File: src/rtl/prd_pkg.sv
package prd_pkg;
    localparam int CODE_W = 4;
    localparam int CNT_W  = 15;

    typedef enum logic [1:0] {
        ST_OFF,
        ST_ARMED,
        ST_EVENT
    } prd_state_e;

    // Codes 1 and 2 alias onto the longer periods of codes 8 and 9.
    function automatic logic [CODE_W-1:0] alias_code(input logic [CODE_W-1:0] c);
        if (c == CODE_W'(1)) return CODE_W'(8);
        if (c == CODE_W'(2)) return CODE_W'(9);
        return c;
    endfunction
endpackage

File: src/rtl/prd_rate_decode.sv
module prd_rate_decode #(
    parameter int CODE_W = prd_pkg::CODE_W,
    parameter int CNT_W  = prd_pkg::CNT_W
) (
    input  logic [CODE_W-1:0] rate_code,
    output logic [CNT_W-1:0]  low_mask,
    output logic              rate_on
);
    logic [CODE_W-1:0] eff;

    always_comb begin
        eff     = prd_pkg::alias_code(rate_code);
        rate_on = (rate_code != '0);
    end

    // Bit i takes part in the boundary test when i < eff-1.
    for (genvar i = 0; i < CNT_W; i++) begin : g_mask
        assign low_mask[i] = (i < (int'(eff) - 1));
    end
endmodule

File: src/rtl/prd_tick_counter.sv
module prd_tick_counter #(
    parameter int CNT_W = prd_pkg::CNT_W
) (
    input  logic             clk,
    input  logic             rst_n,
    input  logic             tick,
    output logic [CNT_W-1:0] cnt_next
);
    logic [CNT_W-1:0] cnt_q;

    assign cnt_next = cnt_q + CNT_W'(1);

    always_ff @(posedge clk) begin
        if (!rst_n)    cnt_q <= '0;
        else if (tick) cnt_q <= cnt_next;
    end
endmodule

File: src/rtl/prd_event_fsm.sv
module prd_event_fsm
    import prd_pkg::*;
(
    input  logic clk,
    input  logic rst_n,
    input  logic active,
    input  logic hit,
    input  logic per_en,
    input  logic sqw_en,
    output logic per_strobe,
    output logic sqw_pulse
);
    prd_state_e state_q, state_d;
    logic       per_fl_q, sqw_fl_q;

    always_comb begin
        state_d = state_q;
        unique case (state_q)
            ST_OFF, ST_ARMED, ST_EVENT: begin
                if (!active)  state_d = ST_OFF;
                else if (hit) state_d = ST_EVENT;
                else          state_d = ST_ARMED;
            end
            default: state_d = ST_OFF;
        endcase
    end

    always_ff @(posedge clk) begin
        if (!rst_n) begin
            state_q  <= ST_OFF;
            per_fl_q <= 1'b0;
            sqw_fl_q <= 1'b0;
        end else begin
            state_q <= state_d;
            if (state_d == ST_EVENT) begin
                per_fl_q <= per_en;
                sqw_fl_q <= sqw_en;
            end
        end
    end

    always_comb begin
        per_strobe = 1'b0;
        sqw_pulse  = 1'b0;
        unique case (state_q)
            ST_EVENT: begin
                per_strobe = per_fl_q;
                sqw_pulse  = sqw_fl_q;
            end
            ST_OFF, ST_ARMED: ;
            default: ;
        endcase
    end
endmodule

File: src/rtl/periodic_rate_div.sv
module periodic_rate_div #(
    parameter int CODE_W = prd_pkg::CODE_W,
    parameter int CNT_W  = prd_pkg::CNT_W
) (
    input  logic              clk,
    input  logic              rst_n,
    input  logic              tick_32k,
    input  logic [CODE_W-1:0] rate_code,
    input  logic              per_en,
    input  logic              sqw_en,
    output logic              per_strobe,
    output logic              sqw_pulse
);
    logic [CNT_W-1:0] low_mask;
    logic [CNT_W-1:0] cnt_next;
    logic             rate_on;
    logic             active;
    logic             hit;

    prd_rate_decode #(.CODE_W(CODE_W), .CNT_W(CNT_W)) u_dec (
        .rate_code (rate_code),
        .low_mask  (low_mask),
        .rate_on   (rate_on)
    );

    prd_tick_counter #(.CNT_W(CNT_W)) u_cnt (
        .clk      (clk),
        .rst_n    (rst_n),
        .tick     (tick_32k),
        .cnt_next (cnt_next)
    );

    assign active = rate_on && (per_en || sqw_en);
    assign hit    = tick_32k && ((cnt_next & low_mask) == '0);

    prd_event_fsm u_fsm (
        .clk        (clk),
        .rst_n      (rst_n),
        .active     (active),
        .hit        (hit),
        .per_en     (per_en),
        .sqw_en     (sqw_en),
        .per_strobe (per_strobe),
        .sqw_pulse  (sqw_pulse)
    );
endmodule

File: config.mk
export PLATFORM = sky130hd
export DESIGN_NAME = periodic_rate_div
export DESIGN_NICKNAME = d
export VERILOG_FILES = /design/src/rtl/prd_pkg.sv /design/src/rtl/prd_rate_decode.sv /design/src/rtl/prd_tick_counter.sv /design/src/rtl/prd_event_fsm.sv /design/src/rtl/periodic_rate_div.sv
export SDC_FILE = /design/constraint.sdc
export NUM_CORES = 1
export LEC_CHECK = 0
export BUFFER_PORTS_ARGS = -buffer_cell sky130_fd_sc_hd__buf_2
export CORE_AREA = 10 10 77 79
export DETAILED_ROUTE_END_ITERATION = 6
export DIE_AREA = 0 0 87 89
export PLACE_DENSITY = 0.58
export SLEW_MARGIN = 40
export SYNTH_ARGS = -nofsm -noshare
export SYNTH_HDL_FRONTEND = slang
export SYNTH_SLANG_ARGS = --single-unit
File: constraint.sdc
create_clock -name clk -period 6.02 [get_ports clk]
set_clock_uncertainty 0.15 [all_clocks]
set_input_delay 1.204 -clock clk [delete_from_list [all_inputs] [get_ports clk]]
set_output_delay 1.204 -clock clk [all_outputs]
set_load 0.01 [all_outputs]
==> impl_results.md <==
- Critical Path Start Type: input pin
- Setup ws final: between 2 and 2.5 ns
- Clk slew on worst S/H paths: around 0.070 ns
- Flop2flop setup slack: slightly below 3 ns
- Worst slew margin: 67.9%
- Commonest cells after routing, fill and taps aside: nand2_1 (22), dfxtp_1 (19), xnor2_1 (15)
- Area Growth Syn to Fin: 6.35%
- EDFF count, synth: 0
- Status: finished clean
- Core region area: 0.00454 mm^2
- Synthesized area: 0.00150 mm^2
- Final critical-path share of the clock period: roughly 66%
- # setup viols final: 0
- Fin crit period: between 3 and 4 ns
- Full die area: approximately 0.0077 mm^2
- Setup TNS: 0 ns
- Yosys warnings: 0
- Critical Path RT: 6.06 ns
- PostCTS Resize Cnt: 0
- Fill cell count: between 400 and 500
- Starting Density: 33.0%
- Post-cts hold buffer count: 0
- Layout cells sized above 1: a little under an eighth
- CP endpoint kind: flip-flop
- Vias in the first global route: roughly 1200
- Crit path arrival time: 4.00 ns
- Pwr/cell area: approximately 170 mW/mm^2
- DP Area: roughly 0.0015 mm^2
- Largest net degree at the start of global routing: 21
- Synth Net Count: 200
- TritonCTS buffer count: 3
- Row cnt: 25
- DRT iter0 DRCs: between 100 and 150
- Finished Cell Area: 0.00159 mm^2
- Nets: 200
- Worst skew pair latency: 0.26 ns
- Worst setup path class: in -> reg
- Worst slack, placed: between 1.5 and 2 ns
- Max cap viols: 0
- Setup Buffers After CTS: 0
- Syn avg cell area: 8.00 um^2
- Via count of the routed design: 1258
- Synth Instances: approximately 190
- CTS tree: yes
- Die Y: 89 um
- RSZ-0062 raised after global routing: no
- Worst slew pin tran: roughly 0.48 ns
- H-tree depth: 1
- CP Cell Sequence: buf_2, nor2_1, mux2i_1, ha_1, nor2_1, o41ai_1, a21oi_1, a31oi_1, nand4_1, or4_4, nor2b_4, mux2i_1
- Routed Antenna Nets: 0
- Buffers & Inverters on Critical Path: 1
- I/O pin count: 11
- VDD IR-drop max: approximately 0.000076 V
- Routability cong.: ~0.78
- # port buffers: 10
- Drt pass-1 iters: 4
- Hold Violations, Final: 0
- Largest fanout on the critical path: 14
- ANT cells: 0
- CP max stage delay: 0.58 ns
- Initial antenna violation count: 0
- Clk root buf: clkbuf_8
- Synth cell types: between 40 and 50
- Leakage: about 0.60 nW
- DRC viols: 0
- Top FF cell, synth: dfxtp_1
- Top delay family on crit path: simple AND/OR/NAND/NOR gates
- Fin. max-slew vios: 0
- Worst Hold Class: reg -> reg
- WL/cell: roughly 13 um
- Register bit total from synthesis: 19
- CP max stage cell: or4_4
- Async S/R FF share, synth: 0%
- Seq/Total Area, Yosys: ~25%
- Final core occ: between 30% and 40%
- Clock sink total: 19
- Routed vias/inst: about 5.2
- Total grt overflow: 0
- Most common cell after layout, fill and taps aside: nand2_1
- GRT Total Usage: roughly 8.4%
- Die X: just under 90 um
- Total detailed-routing wirelength: about 3000 um
- HPWL after DPL: 2330 um
- Max clock buf depth: 2
- Fmax: ~250 MHz
- First-pass GRT wire length: ~5300 um
==> cell type report <==
cell class                 count  area [um^2]  area share, %
clock buffer                   3         41.3           2.59
sequential                    19          380           23.9
tap                           54         67.6           4.25
multi-input combinational    149         1030           64.9
clock inverter                 1         5.00          0.314
timing repair buffer          10         50.0           3.14
inverter                       4         15.0          0.943
==> synth_stat cells, drive strengths merged (5+ instances only) <==
cell | instances | area share, %
nand4 | 10 | 5.6
nand2 | 22 | 5.5
xnor2 | 15 | 8.8
buf | 8 | 2.8
dfxtp | 19 | 25
mux2i | 7 | 4.7
nor2 | 11 | 2.8
o21ai | 8 | 2.7
xor2 | 9 | 5.3
nand3 | 7 | 2.7
and2 | 12 | 5.0
nor3 | 5 | 1.7
clkbuf | 7 | 1.8
==> routing by layer <==
layer  global-route usage (%)  vias to the layer above  wire length [um]
met3                     2.73                        4               154
li1                         -                      656                 -
met2                     13.1                       19              1410
met4                     2.65                        0                43
met5                        0                        -                 0
met1                     10.6                      579              1450
==> worst register-to-register path: stages, from the launching register on <==
cell       delay, ns
dfxtp_1         0.51
ha_1            0.39
nand3_1         0.20
nor3_1          0.41
nor3b_1         0.11
a2111oi_2       0.29
a21oi_1         0.13
or4_4           0.52
nor2b_4         0.15
mux2i_1         0.18
==> flip-flops by register name (all words and copies together), names as in the netlist <==
name            flops
u_cnt.cnt_q        15
u_fsm.state_q       2
u_fsm.per_fl_q      1
u_fsm.sqw_fl_q      1
==> worst paths after layout <==
path                                      from              to  cells after the start
worst max-delay path              rate_code[2]  u_fsm.per_fl_q                     12
worst min register to register  u_fsm.per_fl_q  u_fsm.per_fl_q                      2
worst max register to register  u_cnt.cnt_q[0]  u_fsm.per_fl_q                      9
worst min-delay path            u_fsm.per_fl_q  u_fsm.per_fl_q                      2
==> where the power goes <==
part | switching, mW | internal [mW]
combinational | 0.0243 | 0.0176
clock | 0.0445 | 0.0461
sequential | 0.00434 | 0.129
total | 0.0732 | 0.192
==> kinds of logic (layout without fill, tap and decap cells) <==
| group | after synthesis | count (layout) | share of synthesized area [%] |
|---|---|---|---|
| AO/OA/AOI/OAI | 30 | 30 | 14.2 |
| XOR/XNOR | 24 | 24 | 14.0 |
| adder cells (fa/ha/maj) | 4 | 4 | 3.34 |
| buffers and inverters | 19 | 18 | 5.60 |
| flip-flops | 19 | 19 | 25.4 |
| multiplexers | 7 | 7 | 4.68 |
| AND/OR/NAND/NOR | 84 | 84 | 32.7 |
==> per-stage QoR <==
step | cells | total power [mW] | hold slack [ns]
4_1_cts | 240 | 0.271 | 0.317
3_3_place_gp | 236 | 0.178 | 0.302
3_5_place_dp | 236 | 0.178 | 0.304
6_report | 240 | 0.266 | 0.311
2_1_floorplan | 187 | 0.168 | 0.280
5_1_grt | 240 | 0.281 | 0.327
No activity file was read; power rests on OpenSTA's default activity.
